===== src/rtl/irqc_pkg.sv =====
package irqc_pkg;
  typedef enum logic {
    REG_FLAGS = 1'b0,
    REG_EN    = 1'b1
  } irqc_reg_e;

  function automatic logic gie_next(logic cur, logic clr, logic take, logic setb);
    if (clr)       return 1'b0;
    else if (take) return 1'b0;
    else if (setb) return 1'b1;
    return cur;
  endfunction

  function automatic logic guard_next(logic cur, logic arm, logic boundary);
    if (arm)           return 1'b1;
    else if (boundary) return 1'b0;
    return cur;
  endfunction
endpackage


===== src/rtl/irqc_flag_bank.sv =====
module irqc_flag_bank #(
  parameter int NF = 4
) (
  input  logic          clk,
  input  logic          rst_n,
  input  logic [NF-1:0] evt_i,
  input  logic [NF-1:0] w1c_i,
  input  logic [NF-1:0] ack_i,
  output logic [NF-1:0] flag_o
);
  for (genvar k = 0; k < NF; k++) begin : g_flag
    logic f_q;
    always_ff @(posedge clk) begin
      if (!rst_n)        f_q <= 1'b0;
      else if (evt_i[k]) f_q <= 1'b1;
      else if (w1c_i[k] || ack_i[k]) f_q <= 1'b0;
    end
    assign flag_o[k] = f_q;
  end
endmodule


===== src/rtl/irqc_prio_pick.sv =====
module irqc_prio_pick #(
  parameter int N  = 6,
  parameter int VW = 3
) (
  input  logic [N-1:0]  req_i,
  output logic          any_o,
  output logic [VW-1:0] idx_o,
  output logic [N-1:0]  onehot_o
);
  always_comb begin
    idx_o    = '0;
    onehot_o = '0;
    for (int k = N - 1; k >= 0; k--) begin
      if (req_i[k]) begin
        idx_o    = VW'(k);
        onehot_o = N'(1) << k;
      end
    end
  end
  assign any_o = |req_i;
endmodule


===== src/rtl/irqc_gate.sv =====
module irqc_gate
  import irqc_pkg::*;
(
  input  logic clk,
  input  logic rst_n,
  input  logic retire_i,
  input  logic reti_i,
  input  logic sei_i,
  input  logic cli_i,
  input  logic req_any_i,
  output logic gie_o,
  output logic guard_o,
  output logic irq_o,
  output logic take_o
);
  logic gie_q, guard_q;

  assign irq_o  = req_any_i & gie_q & ~guard_q;
  assign take_o = irq_o & retire_i & ~cli_i;

  always_ff @(posedge clk) begin
    if (!rst_n) begin
      gie_q   <= 1'b0;
      guard_q <= 1'b0;
    end else begin
      gie_q   <= gie_next(gie_q, cli_i, take_o, reti_i | sei_i);
      guard_q <= guard_next(guard_q, reti_i | sei_i, retire_i);
    end
  end

  assign gie_o   = gie_q;
  assign guard_o = guard_q;
endmodule


===== src/rtl/irq_prio_ctrl.sv =====
module irq_prio_ctrl
  import irqc_pkg::*;
#(
  parameter int NF   = 4,
  parameter int NL   = 2,
  parameter int NSRC = NF + NL,
  parameter int VW   = (NSRC > 1) ? $clog2(NSRC) : 1
) (
  input  logic            clk,
  input  logic            rst_n,
  input  logic [NF-1:0]   evt_i,
  input  logic [NL-1:0]   lvl_i,
  input  logic            retire_i,
  input  logic            reti_i,
  input  logic            sei_i,
  input  logic            cli_i,
  input  logic            reg_wr_i,
  input  logic            reg_addr_i,
  input  logic [NSRC-1:0] reg_wdata_i,
  output logic [NSRC-1:0] reg_rdata_o,
  output logic            irq_o,
  output logic [VW-1:0]   vec_o,
  output logic            take_o,
  output logic            gie_o
);
  logic [NF-1:0]   flag_q;
  logic [NF-1:0]   w1c_w;
  logic [NF-1:0]   ack_w;
  logic [NSRC-1:0] en_q;
  logic [NSRC-1:0] pend_w;
  logic [NSRC-1:0] req_w;
  logic [NSRC-1:0] win_w;
  logic            req_any_w;
  logic            guard_w;
  logic            wr_flags_w, wr_en_w;

  assign wr_flags_w = reg_wr_i && (irqc_reg_e'(reg_addr_i) == REG_FLAGS);
  assign wr_en_w    = reg_wr_i && (irqc_reg_e'(reg_addr_i) == REG_EN);
  assign w1c_w      = wr_flags_w ? reg_wdata_i[NF-1:0] : '0;
  assign ack_w      = take_o ? win_w[NF-1:0] : '0;

  irqc_flag_bank #(.NF(NF)) flags_i (
    .clk(clk), .rst_n(rst_n), .evt_i(evt_i),
    .w1c_i(w1c_w), .ack_i(ack_w), .flag_o(flag_q)
  );

  always_ff @(posedge clk) begin
    if (!rst_n)       en_q <= '0;
    else if (wr_en_w) en_q <= reg_wdata_i;
  end

  assign pend_w = {lvl_i, flag_q};
  assign req_w  = pend_w & en_q;

  irqc_prio_pick #(.N(NSRC), .VW(VW)) pick_i (
    .req_i(req_w), .any_o(req_any_w), .idx_o(vec_o), .onehot_o(win_w)
  );

  irqc_gate gate_i (
    .clk(clk), .rst_n(rst_n), .retire_i(retire_i), .reti_i(reti_i),
    .sei_i(sei_i), .cli_i(cli_i), .req_any_i(req_any_w),
    .gie_o(gie_o), .guard_o(guard_w), .irq_o(irq_o), .take_o(take_o)
  );

  assign reg_rdata_o = (irqc_reg_e'(reg_addr_i) == REG_EN) ? en_q : NSRC'(flag_q);
endmodule


===== config.mk =====
export PLATFORM = sky130hd
export DESIGN_NAME = irq_prio_ctrl
export DESIGN_NICKNAME = d
export VERILOG_FILES = /design/src/rtl/irqc_pkg.sv /design/src/rtl/irqc_flag_bank.sv /design/src/rtl/irqc_prio_pick.sv /design/src/rtl/irqc_gate.sv /design/src/rtl/irq_prio_ctrl.sv
export SDC_FILE = /design/constraint.sdc
export NUM_CORES = 1
export LEC_CHECK = 0
export BUFFER_PORTS_ARGS = -buffer_cell sky130_fd_sc_hd__buf_2
export CORE_UTILIZATION = 47
export DETAILED_ROUTE_END_ITERATION = 8
export PLACE_DENSITY_LB_ADDON = 0.05
export SETUP_SLACK_MARGIN = 0.2
export SLEW_MARGIN = 20
export SYNTH_ARGS = -nofsm -noshare
export SYNTH_HDL_FRONTEND = slang
export SYNTH_SLANG_ARGS = --single-unit

===== constraint.sdc =====
create_clock -name clk -period 3.1 [get_ports clk]
set_input_delay 0.31 -clock clk [delete_from_list [all_inputs] [get_ports clk]]
set_output_delay 0.31 -clock clk [all_outputs]
set_load 0.02 [all_outputs]

[Word-level counts from Yosys, hierarchy flattened]
Index checks and enable logic that the tools add are counted.
Storage, ports and cells
  register bits: 12
  input bits: 20
  word-level logic and storage cells: 61
Operators by class
  multiplexer cells: 34
  bitwise operators: 9
  reduce and logical (&&, ||, !) cells: 11
Operators with widths (number)
  $mux W4: 7
  $mux W1: 20
  $mux W3: 6
  $reduce_bool A2 Y1: 4
  $and A6 B6 Y6: 1
  $mux W6: 1
  $reduce_or A6 Y1: 1
  $and A1 B1 Y1: 4
  $logic_or A1 B1 Y1: 4
  $not A1 Y1: 3
  $logic_and A1 B1 Y1: 2
  $or A1 B1 Y1: 1

[Depth between registers and ports, before layout]
  word-level depth: 10
  mapped depth: 5
  depth with buffers taken out: 4

[Hierarchy]
From an unflattened synthesis, not the netlist that was laid out.
Unflattened totals
  cells, all modules: 91
  area total of the unflattened synthesis: 755.7 µm²
Modules (own cells, without submodules)
  irq_prio_ctrl: instances 1, cells each 48, area an instance 381.6 µm²
  irqc_flag_bank: instances 1, cells each 16, area an instance 190.2 µm²
  irqc_prio_pick: instances 1, cells each 17, area an instance 93.8 µm²
  irqc_gate: instances 1, cells each 10, area an instance 90.1 µm²

[Worst setup path after synthesis]
No wires, ideal clock.
  kind: register to output
  start point: register en_q[0]
  end point: output port vec_o[1]
  arrival: 1.132 ns
  required time: 2.790 ns
  setup slack: 1.658 ns
  cell stages (with the launch flop): 3
  buffers on the path: 0
  cells stage by stage: dfxtp_1 -> a22oi_2 -> a21boi_0
Between the ends
  word-level cells in the longest chain between the ends: 2
Ends and longest elaborated chain
  start: declaration: RTL line irq_prio_ctrl.sv:29  | logic [NSRC-1:0] en_q;
  start signal: assignment: RTL line irq_prio_ctrl.sv:49  | else if (wr_en_w) en_q <= reg_wdata_i;
  $and A6 B6 Y6: RTL line irq_prio_ctrl.sv:53  | assign req_w = pend_w & en_q;
  $mux W3: RTL line irqc_prio_pick.sv:14  | if (req_i[k]) begin
  end: declaration: RTL line irq_prio_ctrl.sv:22  | output logic [VW-1:0] vec_o,
Every way passes these cells.

[Final worst setup path]
  start point: register en_q[0]
  end point: output port take_o
Between the ends
  word-level cells in the longest chain between the ends: 6
Ends and longest elaborated chain
  $and A6 B6 Y6: RTL line irq_prio_ctrl.sv:53
  $reduce_or A6 Y1: RTL line irqc_prio_pick.sv:20  | assign any_o = |req_i;
  $and A1 B1 Y1 (2 in a row): RTL line irqc_gate.sv:18  | assign irq_o = req_any_i & gie_q & ~guard_q;
  $and A1 B1 Y1 (2 in a row): RTL line irqc_gate.sv:19  | assign take_o = irq_o & retire_i & ~cli_i;
  end: declaration: RTL line irq_prio_ctrl.sv:23  | output logic take_o,
Every way passes these cells.

==> flow_summary_export.csv <==
group,metric,value,unit
outcome,status,"finished clean",
timing,max_slew_margin,77.6,%
worst_setup_path,startpoint,"en_q[0]",
cells_and_area,final_design_area_no_fill,855,um^2
timing,grt_setup_unrepaired,"false",
worst_setup_path,crit_chain,"a22oi_2 -> and4_4 -> nor2b_2 -> buf_2",
global_route,grt_pass1_vias,540,
detailed_routing,routed_wl,1600,um
detailed_routing,dr.pass1.iters,4,
floorplanning,die_h,39.4,um
timing,setup_viol,0,
hold_path,hp-start,"retire_i",
worst_setup_path,crit_type,"flip-flop to primary output",
hold_path,holdPathStages,2,
cts,clockBufferDepth,2,
timing,worst_slew_pin_slew,0.332,ns
hold_path,min_to,"gate_i.gie_o",
power,p_leak,0.386,nW
timing,tns,0,ns
cells_and_area,layout_common_cells,"31 x buf_2, 14 x nand2_1, 12 x dfxtp_1",
detailed_routing,drc,0,
worst_setup_path,rr_worst_depth,4,
floorplanning,dieArea,1550,um^2
cts,cts_tree,"built",
timing,clock_skew,0.000526,ns
hold_path,holdCritPathClass,"input port to flip-flop",
logic_synthesis,synthDistinctLibCells,25,
timing,timing.final.hold_violations,0,
cts,cts_max_level,1,
worst_setup_path,crit_path_top_delay_cell,"dfxtp_1",
cells_and_area,drive_above_1_share,40.0,%
worst_setup_path,arrival,1.42,ns
logic_synthesis,seq_area_frac_synth,36.5,%
placed_design,gp_congestion,0.713,
timing,post-route-min-period,1.73,ns
cts,cts_sinks,12,
detailed_routing,drtAntennaViolNets,0,
timing,slew_viol_final,0,
cells_and_area,utilization,65.7,%
logic_synthesis,syn-instance-count,78,
worst_setup_path,worstReg2RegStart,"en_q[0]",
floorplanning,ios,32,
cells_and_area,final_cell_count_no_fill,125,
cts,path_clk_slew,0.08,ns
global_route,antenna_found_initial,0,
logic_synthesis,synth_warnings,0,
cells_and_area,area_growth,29.8,%
cts,ctsResizeCount,0,
timing,min_period_over_period,55.7,%
cells_and_area,antennaDiodeCount,0,
worst_setup_path,max_stage_delay,0.36,ns
cts,cts_setup_buffers,0,
floorplanning,core-area,1300,um^2
detailed_routing,num_vias,702,
logic_synthesis,synth_seq_cells,12,
logic_synthesis,synth.avg_cell_area,8.44,um^2
logic_synthesis,syn_area,658,um^2
floorplanning,die_w,39.4,um
worst_setup_path,r2r_setup_slack,1.86,ns
detailed_routing,dr.first_iter.drc_count,11,
cts,hold_buffers,0,
detailed_routing,viasPerCell,5.62,
placed_design,port_buffers,31,
worst_setup_path,cp-end-kind,"primary output",
power,vdd.ir_drop.worst,0.279,mV
worst_setup_path,critPathLaunchType,"flip-flop",
worst_setup_path,required,2.79,ns
detailed_routing,wl_per_cell,12.8,um
worst_setup_path,worstPathMaxFanout,6,
run,drv_cap,0,
cells_and_area,mostFrequentLayoutCell,"buf_2",
cts,clock_latency,0.27,ns
global_route,grt_remaining_overflow,0,
global_route,grt_pass1_wl,2380,um
power,power.density,428,nW/um^2
timing,fmax,579,MHz
global_route,grt_max_degree,15,
floorplanning,placementRows,13,
cts,cts-root-buf,"clkbuf_4",
placed_design,pre_cts_slack,1.65,ns
placed_design,dp_hpwl,1240,um
floorplanning,start_util,50.6,%
placed_design,placed_cell_area,818,um^2
worst_setup_path,reg2reg_to,"flags_i.g_flag[0].f_q",
global_route,track_usage,23.3,%
placed_design,placedCellCount,121,
timing,setup_slack,1.37,ns
logic_synthesis,syn_nets,98,
cells_and_area,fin_nets,131,
cts,cts_buffers,3,
-- worst max-delay path by stage --
stage	to	slack, ns
after floorplan	vec_o[1]	1.66
after global placement	irq_o	1.69
after detailed placement	irq_o	1.65
after CTS	irq_o	1.38
after global routing	take_o	1.28
final	take_o	1.37
-- worst max-delay path: cells and delay by family, from the launching register on --
kind / cells / cell delay (ns)
AO/OA/AOI/OAI: 1 / 0.29
buffers and inverters: 1 / 0.15
flip-flops: 1 / 0.36
AND/OR/NAND/NOR: 2 / 0.33
-- sequential cells by signal (all words and copies together), names as in the netlist --
register,count
en_q,6
flags_i.g_flag.f_q,4
gate_i.gie_o,1
gate_i.guard_o,1
-- report_power, final --
| part | switching [mW] | internal, mW | total [mW] | leakage [nW] |
|---|---|---|---|---|
| sequential | 0.00936 | 0.163 | 0.173 | 0.0993 |
| clock | 0.0539 | 0.0714 | 0.125 | 0.0210 |
| combinational | 0.0364 | 0.0318 | 0.0682 | 0.265 |
-- final cells by class --
cell class	instances	area [um^2]
clock buffer	4	36.3
fill	134	447
inverter	2	7.51
multi-input combinational	61	397
sequential	12	240
tap	15	18.8
timing repair buffer	31	155
-- layer usage --
metal,GRT usage (%),vias up,wire [um]
met5,0,-,0
met2,37.3,22,783
met1,29.3,324,715
met3,8.52,3,94
li1,-,353,-
met4,5.17,0,6
-- cell usage after synthesis, drive strengths merged --
master / count / area (um^2)
a21boi: 8 / 60.1
a21oi: 2 / 10.0
a22oi: 3 / 27.5
a31oi: 4 / 25.0
a32o: 1 / 10.0
and2: 2 / 12.5
and4: 1 / 11.3
and4bb: 1 / 12.5
buf: 1 / 5.00
clkbuf: 2 / 8.75
dfxtp: 12 / 240
inv: 2 / 7.51
mux2: 4 / 45.0
nand2: 14 / 52.6
nand3: 9 / 45.0
nand4: 1 / 6.26
nor2: 1 / 3.75
nor2b: 6 / 40.0
nor3b: 1 / 12.5
o21ai: 1 / 5.00
o311ai: 1 / 8.76
o31a: 1 / 8.76
-- through the flow --
step	power, mW	hold WS, ns
5_1_grt	0.386	0.218
3_5_place_dp	0.244	0.498
2_1_floorplan	0.216	0.401
3_3_place_gp	0.242	0.487
4_1_cts	0.369	0.221
6_report	0.366	0.225
-- logic make-up (layout without fill, tap and decap cells) --
group / Yosys count / in the layout / share of synthesized area (%)
AOI/OAI and AO/OA: 21 / 21 / 23.6
DFF: 12 / 12 / 36.5
and+or+nand+nor: 36 / 36 / 29.8
buffers and inverters: 5 / 37 / 3.23
muxes: 4 / 4 / 6.84
Note: power is estimated with default switching activity, not from simulation.
